`src/rtl/pmw_pkg.sv`:
```
package pmw_pkg;
  localparam int STAT_W    = 8;
  localparam int NUM_USB   = 2;
  localparam int B_THERM   = 0;
  localparam int B_OVR     = 1;
  localparam int B_RSVD    = 2;
  localparam int B_USB_LO  = 3;
  localparam int B_CODEC   = B_USB_LO + NUM_USB;
  localparam int LIVE_TOP  = B_CODEC;
endpackage

```
`src/rtl/pmw_sync.sv`:
```
module pmw_sync #(
  parameter int W = 1
) (
  input  logic         clk,
  input  logic         rst_n,
  input  logic [W-1:0] d_async,
  output logic [W-1:0] d_sync
);
  logic [W-1:0] meta_q;
  logic [W-1:0] sync_q;

  always_ff @(posedge clk or negedge rst_n) begin
    if (!rst_n) begin
      meta_q <= '0;
      sync_q <= '0;
    end else begin
      meta_q <= d_async;
      sync_q <= meta_q;
    end
  end

  assign d_sync = sync_q;
endmodule

```
`src/rtl/pmw_bclk_watch.sv`:
```
module pmw_bclk_watch #(
  parameter int STALL_CYCLES = 16,
  localparam int CNT_W = $clog2(STALL_CYCLES + 1)
) (
  input  logic clk,
  input  logic rst_n,
  input  logic bclk_s,
  output logic stalled
);
  localparam logic [CNT_W-1:0] LIMIT = CNT_W'(STALL_CYCLES);

  logic             bclk_d_q;
  logic [CNT_W-1:0] cnt_q;
  logic [CNT_W-1:0] cnt_d;
  logic             edge_seen;
  logic             at_limit;

  assign edge_seen = bclk_s ^ bclk_d_q;
  assign at_limit  = (cnt_q == LIMIT);

  always_comb begin
    cnt_d = cnt_q;
    if (edge_seen) begin
      cnt_d = '0;
    end else if (!at_limit) begin
      cnt_d = cnt_q + 1'b1;
    end
  end

  always_ff @(posedge clk or negedge rst_n) begin
    if (!rst_n) begin
      bclk_d_q <= 1'b0;
      cnt_q    <= '0;
    end else begin
      bclk_d_q <= bclk_s;
      cnt_q    <= cnt_d;
    end
  end

  assign stalled = at_limit;
endmodule

```
`src/rtl/pmw_w1c_bit.sv`:
```
module pmw_w1c_bit (
  input  logic clk,
  input  logic rst_n,
  input  logic set_ev,
  input  logic clr_ev,
  output logic q
);
  logic q_r;
  logic q_d;

  always_comb begin
    q_d = q_r;
    if (clr_ev) q_d = 1'b0;
    if (set_ev) q_d = 1'b1;
  end

  always_ff @(posedge clk or negedge rst_n) begin
    if (!rst_n) q_r <= 1'b0;
    else        q_r <= q_d;
  end

  assign q = q_r;
endmodule

```
`src/rtl/pm_wake_status.sv`:
```
module pm_wake_status
  import pmw_pkg::*;
#(
  parameter int STALL_CYCLES = 16
) (
  input  logic              clk,
  input  logic              rst_n,
  input  logic              rst_deep_n,
  input  logic [1:0]        codec_din,
  input  logic              codec_bclk,
  input  logic              codec_wake_irq,
  input  logic [NUM_USB-1:0] usb_wake_req,
  input  logic [NUM_USB-1:0] usb_wake_en,
  input  logic              therm_pin,
  input  logic              therm_pol,
  input  logic              therm_en,
  input  logic              therm_ovr_pulse,
  input  logic              reg_wr,
  input  logic [STAT_W-1:0] reg_wdata,
  output logic [STAT_W-1:0] reg_rdata,
  output logic              wake_req,
  output logic              pme_req
);
  // reset conditioning: asynchronous assert, synchronous release
  logic       rst_core_raw_n;
  logic [1:0] rst_deep_q;
  logic [1:0] rst_core_q;
  logic       rst_deep_s;
  logic       rst_core_s;

  assign rst_core_raw_n = rst_n & rst_deep_n;

  always_ff @(posedge clk or negedge rst_deep_n) begin
    if (!rst_deep_n) rst_deep_q <= 2'b00;
    else             rst_deep_q <= {rst_deep_q[0], 1'b1};
  end

  always_ff @(posedge clk or negedge rst_core_raw_n) begin
    if (!rst_core_raw_n) rst_core_q <= 2'b00;
    else                 rst_core_q <= {rst_core_q[0], 1'b1};
  end

  assign rst_deep_s = rst_deep_q[1];
  assign rst_core_s = rst_core_q[1];

  // synchronizers for asynchronous pins
  logic [3:0] async_in;
  logic [3:0] async_s;
  logic [1:0] din_s;
  logic       bclk_s;
  logic       therm_s;

  assign async_in = {therm_pin, codec_bclk, codec_din};

  pmw_sync #(.W(4)) u_sync (
    .clk    (clk),
    .rst_n  (rst_core_s),
    .d_async(async_in),
    .d_sync (async_s)
  );

  assign din_s   = async_s[1:0];
  assign bclk_s  = async_s[2];
  assign therm_s = async_s[3];

  // codec bit clock stall detector
  logic bclk_stalled;

  pmw_bclk_watch #(.STALL_CYCLES(STALL_CYCLES)) u_bclk (
    .clk    (clk),
    .rst_n  (rst_core_s),
    .bclk_s (bclk_s),
    .stalled(bclk_stalled)
  );

  // thermal activation edge
  logic therm_act;
  logic therm_act_q;
  logic therm_rise;

  assign therm_act  = therm_pol ? therm_s : ~therm_s;
  assign therm_rise = therm_act & ~therm_act_q;

  always_ff @(posedge clk or negedge rst_core_s) begin
    if (!rst_core_s) therm_act_q <= 1'b1;
    else             therm_act_q <= therm_act;
  end

  // per-bit set and clear vectors
  logic [STAT_W-1:0] set_vec;
  logic [STAT_W-1:0] clr_vec;
  logic [STAT_W-1:0] stat;

  always_comb begin
    set_vec                               = '0;
    set_vec[B_THERM]                      = therm_rise;
    set_vec[B_OVR]                        = therm_ovr_pulse;
    set_vec[B_USB_LO +: NUM_USB]          = usb_wake_req;
    set_vec[B_CODEC]                      = ((|din_s) & bclk_stalled) | codec_wake_irq;
  end

  assign clr_vec = reg_wr ? reg_wdata : '0;

  for (genvar i = 0; i < STAT_W; i++) begin : g_stat
    if (i == B_RSVD || i > LIVE_TOP) begin : g_zero
      assign stat[i] = 1'b0;
    end else begin : g_live
      logic bit_rst_n;
      assign bit_rst_n = (i == B_CODEC) ? rst_deep_s : rst_core_s;
      pmw_w1c_bit u_bit (
        .clk   (clk),
        .rst_n (bit_rst_n),
        .set_ev(set_vec[i]),
        .clr_ev(clr_vec[i]),
        .q     (stat[i])
      );
    end
  end

  // request outputs
  assign reg_rdata = stat;
  assign wake_req  = stat[B_CODEC] | (|(stat[B_USB_LO +: NUM_USB] & usb_wake_en));
  assign pme_req   = stat[B_THERM] & therm_en;
endmodule

```
`config.mk`:
```
export PLATFORM = sky130hd
export DESIGN_NAME = pm_wake_status
export DESIGN_NICKNAME = d
export VERILOG_FILES = /design/src/rtl/pmw_pkg.sv /design/src/rtl/pmw_sync.sv /design/src/rtl/pmw_bclk_watch.sv /design/src/rtl/pmw_w1c_bit.sv /design/src/rtl/pm_wake_status.sv
export SDC_FILE = /design/constraint.sdc
export NUM_CORES = 1
export LEC_CHECK = 0
export BUFFER_PORTS_ARGS = -buffer_cell sky130_fd_sc_hd__buf_2
export CORE_ASPECT_RATIO = 0.75
export CORE_MARGIN = 5
export CORE_UTILIZATION = 46
export CTS_CLUSTER_DIAMETER = 150
export DETAILED_ROUTE_END_ITERATION = 16
export PLACE_DENSITY_LB_ADDON = 0.12
export SETUP_SLACK_MARGIN = 0.2
export SLEW_MARGIN = 20
export SYNTH_ARGS = -nofsm -noshare
export SYNTH_HDL_FRONTEND = slang
export SYNTH_SLANG_ARGS = --single-unit
```
`constraint.sdc`:
```
create_clock -name clk -period 1 [get_ports clk]
set_clock_uncertainty 0.05 [all_clocks]
set_input_delay 0.1 -clock clk [delete_from_list [all_inputs] [get_ports clk]]
set_output_delay 0.1 -clock clk [all_outputs]
set_load 0.05 [all_outputs]
```
### Yosys cells after proc, flatten, opt, wreduce, memory -nomap -nowiden

Cells that the tools add are included.

* register bits: 24
* bits of input ports: 24
* output and inout port bits: 10
* word-level logic and storage cells: 46

* add/sub/neg operators: 1
* eq/ne operators: 2
* multiplexer cells: 14
* bitwise gates (word level): 10
* reductions and logical operators: 7

Operator list (number)
* 1-bit two-way mux: 11
* 5-bit two-way mux: 2
* 2-bit nonzero test: 5
* 6-bit two-way mux: 1
* 5-bit by 1-bit adder with 5-bit output (second input constant): 1
* 5-bit == test (second input constant): 1
* 1-bit bitwise AND: 4
* 2-bit OR reduction: 2
* 2-bit bitwise AND: 1
* 2-bit by 1-bit inequality test with 1-bit output (second input constant): 1
* 1-bit inverter: 2
* 1-bit OR: 2
* 1-bit bitwise XOR: 1

### Logic depth before layout (Yosys ltp)

* word-level depth: 4
* mapped depth: 5
* depth with buffers taken out: 5

### Hierarchy

Synthesis repeated with hierarchy kept, for this count alone.

* cell total of the unflattened synthesis: 70
* area, all modules: 902.1 um^2

Modules (own cells, without submodules)
* pmw_bclk_watch: times used 1, cells each 25, area each 281.5 um^2, seq. area each 150.1 um^2
* pm_wake_status: times used 1, cells each 22, area each 239.0 um^2, seq. area each 126.4 um^2
* pmw_sync: times used 1, cells each 8, area each 200.2 um^2, seq. area each 200.2 um^2
* pmw_w1c_bit: times used 5, cells each 3, area each 36.3 um^2, seq. area each 25.0 um^2

### Least setup slack after synthesis

OpenSTA, ideal clock, no wires.

* kind: reg2reg
* start point: register u_bclk.cnt_q[0]
* end point: register u_bclk.cnt_q[1]
* setup time: 0.132 ns
* arrival time: 1.072 ns
* data required time: 0.818 ns
* slack: -0.254 ns
* cell stages (with the launch flop): 6
* buffers on the path: 0
* cells stage by stage: dfrtp_1 > inv_1 > ha_1 > and4bb_2 > mux2i_1 > nor2_1

* cells in the longest elaborated chain, start to end: 3
* elaborated cells between the ends (all ways): 5
* those cells by class: 1 x add/sub; 2 x eq/ne; 2 x mux

RTL lines
* start, declared: RTL line pmw_bclk_watch.sv:13 `logic [CNT_W-1:0] cnt_q;`
* start signal, assigned: RTL line pmw_bclk_watch.sv:36 `cnt_q <= cnt_d;`
* 5-bit by 1-bit adder with 5-bit output: RTL line pmw_bclk_watch.sv:26 `cnt_d = cnt_q + 1'b1;`
* 5-bit two-way mux: RTL line pmw_bclk_watch.sv:25 `end else if (!at_limit) begin`
* 5-bit two-way mux: RTL line pmw_bclk_watch.sv:23 `if (edge_seen) begin`

Several ways; a longest one is shown, not always the timed one. The select of a mux whose other input is x is not followed.
A chain may end at the register's enable or synchronous reset.

### Final worst setup path

* start point: register g_stat[3].g_live.u_bit.q_r
* end point: output wake_req

* cells in the longest elaborated chain, start to end: 3

RTL lines
* start, declared: RTL line pmw_w1c_bit.sv:8 `logic q_r;`
* start signal, assigned: RTL line pmw_w1c_bit.sv:19 `else q_r <= q_d;`
* 2-bit bitwise AND: RTL line pm_wake_status.sv:122 `assign wake_req = stat[B_CODEC] | (|(stat[B_USB_LO +: NUM_USB] & usb_wake_en));`
* 2-bit OR reduction: RTL line pm_wake_status.sv:122
* 1-bit OR: RTL line pm_wake_status.sv:122
* end, declared: RTL line pm_wake_status.sv:21 `output logic wake_req,`

No other way between the ends.

==> metrics.txt <==
Final setup viols=13; area of the multi-input gates=314 µm²; cell area after synthesis=roughly 900 µm²; Syn-to-layout area delta=67.5%; # hold bufs at CTS=11; fillers=86; setup repair after global routing missed its margin=true; total power=around 2.4 mW; dpl hpwl=1180 µm; failing checks=hold timing, setup timing; post-synth cell types=20; worst vdd ir=0.00170 V; vias=685; compound-cell area share of the yosys netlist=5.72%; Layout Cells excl Fill=149; Avg Vias per Cell=roughly 4.6; post-layout min period=around 1.4 ns; WS Path Type=flop to output pin; first-pass GRT wire length=3090 µm; layout cells sized above 1=~53%; all-layer global routing usage=15.5%; CTS Buf Count=3; Min-Delay Path Class=input pin to flop; setup slack after layout=-0.406 ns; placed cells=122; Die Span Y=48.2 µm; PwrDens=between 1500 and 2000 nW/µm²; status=finished, violations left; number of global-route vias before repair=695; WL per Instance=about 15 µm; clk root buf=clkbuf_4; Lkg Pwr=about 0.72 nW; nets@finish=154; H-Tree Depth=1; Synth Area in Adders=2.79%; core area=~1800 µm²; CP max FO=2; mux contribution to synthesized area=1.12%; max-cap violation count=0; ant diodes=0; Cells after Synth=69; worst skew pair latency=0.31 ns; register area=~600 µm²; # IOs=34; Die W=61.0 µm; drc violations=0; fraction of synthesized cell area in xor and xnor cells=5.86%; CTS tree=yes; synth warn=0; Period Utilization, post-route=141%; num rows=13; most common cell after layout, fill and taps aside=dfrtp_1; global route overflow=0; CP arrival=1.26 ns; commonest non-fill, non-tap cells in the layout=dfrtp_1, buf_2, buf_6, buf_4, dlygate4sd3_1; clock transition at the registers of the reported paths=0.13 ns; CP Launch Type=flop; Req. time, crit path=~0.85 ns; Max Buffers Root-to-Sink=2; Max Slew Vio Count=0; Final Hold Vio Count=1; clock sinks=24; sequential cell area fraction in the yosys report=67.1%; Hold Path Depth=2; initial antenna violation count=0; Initial Util=roughly half; Mapped Avg Cell Area=~13 µm²; total iterations of the first detailed-routing run=4; simple-gate area share of the yosys netlist=8.65%; Worst Setup End Kind=output pin; largest family of logic cells by synthesized area=simple AND/OR/NAND/NOR gates; Hold Slack=-0.0994 ns; final WL=2250 µm; Max Clk Rate=0.711 GHz; pin count of the biggest net entering global routing=15; Reg2Reg Depth=5; antenna-violating nets left=0; Port-buffer cells=27; DRT iter0 DRCs=14; FF+latch count, synth=24; gpl congestion=0.808; pre-CTS setup slack=-0.270 ns; die area=2940 µm²
## repair_timing
item / 4_1_cts / 5_1_grt
setup endpoints to repair: 15 / 16
pin swaps: 8 / 9
resized for setup: 30 / 11
buffers inserted: 5 / 7
endpoints found under the hold margin: 14 / 1
## final timing paths
check,start,endpoint,slack (ns)
setup reg to reg,u_bclk.cnt_q[1],u_bclk.cnt_q[1],-0.36
max in group asynchronous,rst_deep_q[1],g_stat[5].g_live.u_bit.q,0.30
hold reg to reg,rst_core_q[1],u_sync.meta_q[3],0.15
hold / removal,therm_pol,therm_act_q,-0.1
setup / recovery,g_stat[3].g_live.u_bit.q,wake_req,-0.41
min in group asynchronous,rst_deep_n,rst_deep_q[1],0.04
## sequential cells by signal, indices dropped and copies added, names as in the netlist
signal / count
u_bclk.bclk_d_q: 1
u_bclk.cnt_q: 5
rst_deep_q: 2
u_sync.meta_q: 4
therm_act_q: 1
u_sync.d_sync: 4
rst_core_q: 2
g_stat.g_live.u_bit.q: 5
## worst max-delay path: stages (launching register included)
cell,delay [ns]
dfrtp_1,0.42
a221o_2,0.37
buf_6,0.16
## final cells by class
class / count / area share [%]
well taps: 22 / 1.83
clock inverters: 1 / 2.00
inverters: 3 / 0.749
multi-input cells: 37 / 20.9
flip-flops and latches: 24 / 40.0
clock buffers: 3 / 1.50
repair buffers: 59 / 33.0
## kinds of logic (layout without fill, tap and decap cells)
kind of cell | after synthesis | count (layout)
compound gates | 7 | 7
xor+xnor | 6 | 6
fa+ha+maj | 2 | 2
buf+inv | 11 | 66
flops | 24 | 24
mux | 1 | 1
other cells | 2 | 5
simple gates | 16 | 16
## power by group
group | total [mW] | switching, mW | internal, mW | leakage [nW]
clock network | 0.693 | 0.288 | 0.405 | 0.0279
registers | 1.08 | 0.0408 | 1.04 | 0.282
logic | 0.630 | 0.303 | 0.328 | 0.413
## cell usage after synthesis
library cell	instances	share of area, %
buf_4	8	6.7
a221o_1	1	1.1
and2_1	2	1.4
xnor2_1	3	2.9
and4bb_2	1	1.4
a21oi_1	1	0.56
dfrtp_1	23	64
xor2_1	3	2.9
ha_1	2	2.8
mux2i_1	1	1.1
inv_1	3	1.3
dfstp_2	1	2.9
nor2_1	4	1.7
conb_1	2	0.84
nor3_1	1	0.56
nand3_1	2	1.1
nand2_1	6	2.5
o21ai_0	1	0.56
a22o_1	1	0.98
a21o_1	3	2.5
## metrics by stage
step / TNS (ns) / util [%] / instance area (µm²)
final: -2.95 / 84.0 / 1500
after CTS: -2.39 / 78.5 / 1400
after global placement: -0.994 / 60.8 / 1090
after detailed placement: -1.07 / 60.8 / 1090
after global routing: -3.53 / 84.0 / 1500
after floorplan: -0.650 / - / 918
## routing by layer
| layer | track usage, % | vias up | share of wire, % |
|---|---|---|---|
| met5 | 0 | - | 0 |
| met4 | 4.33 | 0 | 1.3 |
| met3 | 6.08 | 4 | 5.1 |
| met2 | 29.6 | 22 | 51 |
| met1 | 16.2 | 339 | 42 |
| li1 | - | 320 | - |
No activity file was read; power rests on OpenSTA's default activity.
